==> src/rtl/ser_reg_pkg.sv <==
package ser_reg_pkg;
  typedef enum logic [2:0] {
    PH_IDLE,
    PH_CMD,
    PH_ADDR,
    PH_WRITE,
    PH_READ,
    PH_SKIP
  } phase_e;

  // command as {C1, C0}
  localparam logic [1:0] CMD_WRITE = 2'b01;
  localparam logic [1:0] CMD_READ  = 2'b10;
endpackage

==> src/rtl/ser_sync.sv <==
module ser_sync #(
  parameter int W      = 3,
  parameter int STAGES = 2
) (
  input  logic         clk_i,
  input  logic         rst_ni,
  input  logic [W-1:0] d_i,
  output logic [W-1:0] q_o
);
  logic [W-1:0] pipe [STAGES];

  genvar g;
  generate
    for (g = 0; g < STAGES; g++) begin : g_stage
      always_ff @(posedge clk_i or negedge rst_ni) begin
        if (!rst_ni) pipe[g] <= '0;
        else if (g == 0) pipe[g] <= d_i;
        else pipe[g] <= pipe[(g == 0) ? 0 : g-1];
      end
    end
  endgenerate

  assign q_o = pipe[STAGES-1];
endmodule

==> src/rtl/ser_edge_sel.sv <==
module ser_edge_sel (
  input  logic clk_i,
  input  logic rst_ni,
  input  logic pd_i,
  input  logic sen_rise_i,
  input  logic sclk_s_i,
  output logic sample_o,
  output logic xfer_o,
  output logic samp_rise_o,
  output logic armed_o
);
  logic sclk_q, armed_q, samp_rise_q;
  logic rise, fall;

  always_ff @(posedge clk_i or negedge rst_ni) begin
    if (!rst_ni) sclk_q <= 1'b0;
    else sclk_q <= sclk_s_i;
  end

  // polarity latched once per power-down interval
  always_ff @(posedge clk_i or negedge rst_ni) begin
    if (!rst_ni) begin
      armed_q     <= 1'b1;
      samp_rise_q <= 1'b0;
    end else if (pd_i) begin
      armed_q <= 1'b1;
    end else if (sen_rise_i && armed_q) begin
      samp_rise_q <= sclk_s_i;
      armed_q     <= 1'b0;
    end
  end

  assign rise        = sclk_s_i & ~sclk_q;
  assign fall        = ~sclk_s_i & sclk_q;
  assign sample_o    = ~armed_q & (samp_rise_q ? rise : fall);
  assign xfer_o      = ~armed_q & (samp_rise_q ? fall : rise);
  assign samp_rise_o = samp_rise_q;
  assign armed_o     = armed_q;
endmodule

==> src/rtl/ser_frame.sv <==
module ser_frame
  import ser_reg_pkg::*;
#(
  parameter int AW = 6,
  parameter int DW = 8
) (
  input  logic          clk_i,
  input  logic          rst_ni,
  input  logic          pd_i,
  input  logic          sen_i,
  input  logic          sen_rise_i,
  input  logic          sample_i,
  input  logic          xfer_i,
  input  logic          sdi_i,
  input  logic [DW-1:0] rd_data_i,
  output logic [AW-1:0] rd_addr_o,
  output logic          wr_en_o,
  output logic [AW-1:0] wr_addr_o,
  output logic [DW-1:0] wr_data_o,
  output logic          drive_o,
  output logic          sdo_o,
  output phase_e        phase_o,
  output logic [AW-1:0] addr_o
);
  localparam int MAXW = (AW > DW) ? AW : DW;
  localparam int CW   = $clog2(MAXW);
  localparam int IW   = $clog2(DW);

  phase_e        phase;
  logic [CW-1:0] cnt;
  logic          c0_q;
  logic [1:0]    cmd_q;
  logic [AW-1:0] addr;
  logic [DW-1:0] wsh, rbyte;
  logic [IW-1:0] bidx;
  logic          started, drive;
  logic          wr_en;
  logic [AW-1:0] wr_addr;
  logic [DW-1:0] wr_data;

  always_ff @(posedge clk_i or negedge rst_ni) begin
    if (!rst_ni) begin
      phase   <= PH_IDLE;
      cnt     <= '0;
      c0_q    <= 1'b0;
      cmd_q   <= '0;
      addr    <= '0;
      wsh     <= '0;
      rbyte   <= '0;
      bidx    <= '0;
      started <= 1'b0;
      drive   <= 1'b0;
      wr_en   <= 1'b0;
      wr_addr <= '0;
      wr_data <= '0;
    end else begin
      wr_en <= 1'b0;
      if (pd_i) begin
        phase   <= PH_IDLE;
        drive   <= 1'b0;
        started <= 1'b0;
      end else if (sen_rise_i) begin
        phase   <= PH_CMD;
        cnt     <= '0;
        drive   <= 1'b0;
        started <= 1'b0;
      end else if (!sen_i) begin
        phase   <= PH_IDLE;
        drive   <= 1'b0;
        started <= 1'b0;
      end else begin
        unique case (phase)
          PH_CMD: if (sample_i) begin
            if (cnt == '0) begin
              c0_q <= sdi_i;
              cnt  <= CW'(1);
            end else begin
              cmd_q <= {sdi_i, c0_q};
              cnt   <= '0;
              phase <= PH_ADDR;
            end
          end
          PH_ADDR: if (sample_i) begin
            addr <= {addr[AW-2:0], sdi_i};
            if (cnt == CW'(AW-1)) begin
              cnt <= '0;
              if (cmd_q == CMD_READ)       phase <= PH_READ;
              else if (cmd_q == CMD_WRITE) phase <= PH_WRITE;
              else                         phase <= PH_SKIP;
            end else begin
              cnt <= cnt + CW'(1);
            end
          end
          PH_WRITE: if (sample_i) begin
            wsh <= {wsh[DW-2:0], sdi_i};
            if (cnt == CW'(DW-1)) begin
              wr_en   <= 1'b1;
              wr_addr <= addr;
              wr_data <= {wsh[DW-2:0], sdi_i};
              addr    <= addr + AW'(1);
              cnt     <= '0;
            end else begin
              cnt <= cnt + CW'(1);
            end
          end
          PH_READ: if (xfer_i) begin
            if (!started || bidx == '0) begin
              rbyte   <= rd_data_i;
              bidx    <= IW'(DW-1);
              started <= 1'b1;
              drive   <= 1'b1;
              if (started) addr <= addr + AW'(1);
            end else begin
              bidx <= bidx - IW'(1);
            end
          end
          default: ;
        endcase
      end
    end
  end

  // look one address ahead when the current byte is exhausted
  assign rd_addr_o = (started && bidx == '0) ? addr + AW'(1) : addr;
  assign sdo_o     = drive & rbyte[bidx];
  assign drive_o   = drive;
  assign wr_en_o   = wr_en;
  assign wr_addr_o = wr_addr;
  assign wr_data_o = wr_data;
  assign phase_o   = phase;
  assign addr_o    = addr;
endmodule

==> src/rtl/ser_regbank.sv <==
module ser_regbank #(
  parameter int AW = 6,
  parameter int DW = 8
) (
  input  logic          clk_i,
  input  logic          rst_ni,
  input  logic          wr_en_i,
  input  logic [AW-1:0] wr_addr_i,
  input  logic [DW-1:0] wr_data_i,
  input  logic [AW-1:0] rd_addr_i,
  output logic [DW-1:0] rd_data_o
);
  localparam int DEPTH = 2 ** AW;

  logic [DW-1:0] mem [DEPTH];

  always_ff @(posedge clk_i or negedge rst_ni) begin
    if (!rst_ni) begin
      for (int i = 0; i < DEPTH; i++) mem[i] <= '0;
    end else if (wr_en_i) begin
      mem[wr_addr_i] <= wr_data_i;
    end
  end

  assign rd_data_o = mem[rd_addr_i];
endmodule

==> src/rtl/ser_reg_slave.sv <==
module ser_reg_slave
  import ser_reg_pkg::*;
#(
  parameter int AW          = 6,
  parameter int DW          = 8,
  parameter int SYNC_STAGES = 2
) (
  input  logic clk_i,
  input  logic rst_ni,
  input  logic pd_i,
  input  logic sen_i,
  input  logic sclk_i,
  input  logic sdio_i,
  output logic sdio_o,
  output logic sdio_oe_o
);
  logic [2:0]    pins_s;
  logic          sen_s, sclk_s, sdi_s, sen_q, sen_rise;
  logic          sample, xfer, samp_rise, armed;
  logic          wr_en, drive, sdo;
  logic [AW-1:0] wr_addr, rd_addr, addr;
  logic [DW-1:0] wr_data, rd_data;
  phase_e        phase;

  ser_sync #(.W(3), .STAGES(SYNC_STAGES)) u_sync (
    .clk_i (clk_i),
    .rst_ni(rst_ni),
    .d_i   ({sen_i, sclk_i, sdio_i}),
    .q_o   (pins_s)
  );

  assign {sen_s, sclk_s, sdi_s} = pins_s;

  always_ff @(posedge clk_i or negedge rst_ni) begin
    if (!rst_ni) sen_q <= 1'b0;
    else sen_q <= sen_s;
  end
  assign sen_rise = sen_s & ~sen_q;

  ser_edge_sel u_edge (
    .clk_i      (clk_i),
    .rst_ni     (rst_ni),
    .pd_i       (pd_i),
    .sen_rise_i (sen_rise),
    .sclk_s_i   (sclk_s),
    .sample_o   (sample),
    .xfer_o     (xfer),
    .samp_rise_o(samp_rise),
    .armed_o    (armed)
  );

  ser_frame #(.AW(AW), .DW(DW)) u_frame (
    .clk_i     (clk_i),
    .rst_ni    (rst_ni),
    .pd_i      (pd_i),
    .sen_i     (sen_s),
    .sen_rise_i(sen_rise),
    .sample_i  (sample),
    .xfer_i    (xfer),
    .sdi_i     (sdi_s),
    .rd_data_i (rd_data),
    .rd_addr_o (rd_addr),
    .wr_en_o   (wr_en),
    .wr_addr_o (wr_addr),
    .wr_data_o (wr_data),
    .drive_o   (drive),
    .sdo_o     (sdo),
    .phase_o   (phase),
    .addr_o    (addr)
  );

  ser_regbank #(.AW(AW), .DW(DW)) u_bank (
    .clk_i    (clk_i),
    .rst_ni   (rst_ni),
    .wr_en_i  (wr_en),
    .wr_addr_i(wr_addr),
    .wr_data_i(wr_data),
    .rd_addr_i(rd_addr),
    .rd_data_o(rd_data)
  );

  // raw enable and power-down gate the pad so release needs no clock
  assign sdio_oe_o = drive & sen_i & ~pd_i;
  assign sdio_o    = sdo & sdio_oe_o;
endmodule

==> config.mk <==
export PLATFORM = sky130hd
export DESIGN_NAME = ser_reg_slave
export DESIGN_NICKNAME = d
export VERILOG_FILES = /design/src/rtl/ser_reg_pkg.sv /design/src/rtl/ser_sync.sv /design/src/rtl/ser_edge_sel.sv /design/src/rtl/ser_frame.sv /design/src/rtl/ser_regbank.sv /design/src/rtl/ser_reg_slave.sv
export SDC_FILE = /design/constraint.sdc
export NUM_CORES = 1
export LEC_CHECK = 0
export BUFFER_PORTS_ARGS = -buffer_cell sky130_fd_sc_hd__buf_4
export CAP_MARGIN = 20
export CORE_MARGIN = 1
export CORE_UTILIZATION = 65
export CTS_BUF_LIST = sky130_fd_sc_hd__clkbuf_8
export DETAILED_ROUTE_END_ITERATION = 10
export PLACE_DENSITY = 0.86
export SLEW_MARGIN = 0
export SYNTH_ARGS = -nofsm -noshare
export SYNTH_HDL_FRONTEND = slang
export SYNTH_SLANG_ARGS = --single-unit
==> constraint.sdc <==
create_clock -name clk_i -period 8.68 [get_ports clk_i]
set_clock_uncertainty 0.1 [all_clocks]
set_input_delay 0 -clock clk_i [delete_from_list [all_inputs] [get_ports clk_i]]
set_output_delay 0 -clock clk_i [all_outputs]
set_load 0.01 [all_outputs]
==> summary.txt <==
Clock tree
  • Post-CTS setup repair buffer count: 0
  • Clk buf depth: 3
  • CTS Root Cell: clkbuf_8
  • Post-cts gate resize count: 0
  • Worst-path clk slew: approximately 0.060 ns
  • CTS tree: yes
  • Clock sinks: ~570
  • H-tree level count: 3
  • Clock Latency Late Sink: 0.72 ns
  • Total CTS buffers: 96

Pwr
  • P per Cell Area: approximately 160 mW/mm²
  • Total Power: roughly 5.3 mW
  • Leak Pwr: roughly 15 nW
  • VDD IR-drop max: about 0.12 mV

Worst hold path
  • Hold path depth: 4
  • Worst Min Path Start: pd_i
  • Hold worst-path end: u_frame.phase_o[2]
  • Worst Hold Class: input pin to flip-flop

Logic synthesis
  • Syn_nets: between 2000 and 3000
  • Avg Cell Area, Syn: about 12 µm²
  • Number of synthesized flops with an enable pin: 0
  • Post-synthesis cell count: about 2600
  • Synth cell types: 89
  • Seq/Total Area, Yosys: between 40 and 50%
  • #FFs+latches synth: between 500 and 600
  • Synthesized area: 0.0299 mm²
  • Ys Warns: 0
  • Asr flop ratio synth: 100%
  • Ys flop type: dfrtp_1

Cells and area
  • Fill count: between 2000 and 3000
  • Final Cell Area: between 0.03 and 0.04 mm²
  • Area Growth Syn to Fin: 8.63%
  • Most common cell after layout, fill and taps aside: dfrtp_1
  • Final net count: between 2000 and 3000
  • Commonest non-fill, non-tap cells in the layout: dfrtp_1, mux2_2, o22ai_1, nand2_1, clkbuf_8
  • Share of cells above drive strength 1: about 31%
  • Final core occ: between 70% and 80%

Place
  • HPWL Detailed: ~53000 µm
  • Port bufs: 7
  • GPL Wtd Cong: 1.01
  • Area after DPL: approximately 0.030 mm²

Run
  • Max_cap viols: 0

Worst setup path
  • Reg2reg end: u_frame.rbyte[2]
  • CP startpoint kind: flip-flop
  • Delay-heaviest family, CP: simple AND/OR/NAND/NOR gates
  • CP endpoint kind: flip-flop
  • CP Max Fanout: 130
  • Worst R2R Path Depth: 10
  • CP max stage cell: dfrtp_4
  • R2r setup slk: about 2.4 ns
  • Buf+Inv Stages, Crit Path: 2
  • Worst path arrival time: between 6 and 7 ns
  • Worst Path Required: a little over 9 ns
  • Cell chain of the critical path: ha_4 -> buf_4 -> nand4b_1 -> buf_12 -> o32ai_1 -> nor3_1 -> nor4_1 -> o221ai_1 -> nor2_1 -> o31ai_1
  • Crit path kind: flip-flop to flip-flop
  • Critical path origin: u_frame.addr_o[1]
  • CP peak stage delay: 1.05 ns
  • FF-to-FF Start: u_frame.addr_o[1]

Timing
  • Setup tns final: 0 ns
  • Fin crit period: approximately 6.3 ns
  • Slew @ Worst Pin: 1.15 ns
  • Post-route clock period utilization: slightly above 70%
  • Unrepaired setup endpoints after global routing: no
  • Pins Over Slew Limit: 0
  • Max Clock Freq: ~160 MHz
  • WHS: 0.146 ns
  • Final Setup Violations: 0
  • Final Hold Vio Count: 0
  • Relative max-transition margin: 22.4%

Die
  • Die width: about 220 µm
  • # IOs: 8
  • Starting Density: about two thirds
  • Std-Cell Rows: between 70 and 80
  • Die area: roughly 0.047 mm²
  • Chip height: around 220 µm
  • Core Area: about 0.045 mm²

Routing
  • DRC: 0
  • Total Wirelength: 89300 µm
  • WL/cell: 27.9 µm
  • Drt via density: 7.51
  • First-pass DRT Iterations: 9
  • Via count: roughly 24000
  • Number of routed nets with antenna violations: 0
  • Initial detailed-routing violation count: between 3000 and 4000

Outcome
  • Status: completed

Global route
  • Global route overflow: 0
  • First-pass GRT wire length: around 140000 µm
  • Vias in the first global route: around 24000
  • Largest net degree at the start of global routing: 131
  • Initial antenna violation count: 3
  • All-layer global routing usage: a little under two fifths
-- flip-flops by register name, summed over array words and instances (netlist names), 2 cells and up --
| name | cells |
|---|---|
| u_sync.pipe | 3 |
| u_frame.rbyte | 8 |
| u_bank.mem | 512 |
| u_frame.cmd_q | 2 |
| u_sync.q_o | 3 |
| u_frame.cnt | 3 |
| u_frame.wsh | 7 |
| u_frame.addr_o | 6 |
| u_frame.wr_addr_o | 6 |
| u_frame.phase_o | 3 |
| u_frame.bidx | 3 |
| u_frame.wr_data_o | 8 |
-- power by group --
| part | internal (mW) | switching (mW) |
|---|---|---|
| clock network | 1.41 | 1.12 |
| logic | 0.0151 | 0.0600 |
| registers | 2.67 | 0.00536 |
| total | 4.09 | 1.18 |
-- how the worst max path moves through the flow --
| stage | endpoint | slack, ns | cells past startpoint |
|---|---|---|---|
| 2_1_floorplan | u_frame.rbyte[0] | 5.94 | 11 |
| 3_3_place_gp | u_frame.rbyte[1] | 2.14 | 10 |
| 3_5_place_dp | u_frame.rbyte[6] | 2.87 | 11 |
| 4_1_cts | u_frame.rbyte[2] | 2.82 | 10 |
| 5_1_grt | u_frame.rbyte[2] | 2.34 | 10 |
| 6_report | u_frame.rbyte[2] | 2.42 | 10 |
-- worst min-delay path: cells and delay by family --
family | cells | cell delay (ns)
buffers and inverters | 2 | 0.68
AND/OR/NAND/NOR | 2 | 0.24
-- layer usage --
metal,vias to the layer above,global-route usage (%),routed length [µm]
met5,-,0,11
met4,2,23.0,5370
met3,425,11.4,10400
met2,1770,57.1,40100
met1,12000,49.1,33400
li1,9853,-,-
-- through the flow --
| stage | worst slack [ns] | std cells |
|---|---|---|
| 2_1_floorplan | 5.94 | 2579 |
| 3_3_place_gp | 2.14 | 3000 |
| 3_5_place_dp | 2.87 | 3005 |
| 4_1_cts | 2.82 | 3189 |
| 5_1_grt | 2.34 | 3196 |
| 6_report | 2.42 | 3196 |
-- final cells by class --
| class | instances | area (µm²) | share of cell area, % |
|---|---|---|---|
| multi-input combinational | 1767 | 14600 | 45.1 |
| inverter | 11 | 41.3 | 0.127 |
| tap | 600 | 751 | 2.31 |
| timing repair buffer | 73 | 704 | 2.17 |
| clock inverter | 47 | 298 | 0.917 |
| clock buffer | 126 | 1730 | 5.34 |
| antenna | 1 | 2.50 | 0.00771 |
| sequential | 571 | 14300 | 44.1 |
-- cell families (layout without fill, tap and decap cells) --
group / Yosys count / in the layout / synth area share (%)
other: 0 / 1 / 0
multiplexers: 655 / 655 / 24.8
adder cells (fa/ha/maj): 7 / 7 / 0.293
XOR/XNOR: 4 / 4 / 0.142
AO/OA/AOI/OAI: 578 / 578 / 14.3
AND/OR/NAND/NOR: 523 / 523 / 9.15
flip-flops: 571 / 571 / 47.8
buffers and inverters: 241 / 257 / 3.50
-- cell usage after synthesis (11+ instances only) --
cell	n	area [µm²]
dfrtp_1	570	14300
mux2_2	550	6190
o22ai_1	168	1050
nand2_1	137	514
clkbuf_1	110	413
nor3_1	107	536
o32ai_1	99	867
a211oi_1	91	683
mux2i_1	86	861
buf_2	76	380
nor2_1	74	278
nor2b_1	55	344
a21oi_1	48	240
buf_1	34	128
nand3_1	32	160
nor4_1	27	169
or3_1	22	138
o221ai_1	20	175
o21ai_0	17	85.1
o31ai_1	17	128
o32a_1	17	170
a32oi_1	13	114
nand2b_1	13	81.3
mux4_2	12	270
inv_1	11	41.3
-- timing repair --
| item | in CTS | in global routing |
|---|---|---|
| hold endpoints to repair | 136 | 0 |
| hold buffers | 11 | 0 |
| endpoints found under the setup margin | 0 | 0 |
No activity file was read; power rests on OpenSTA's default activity.
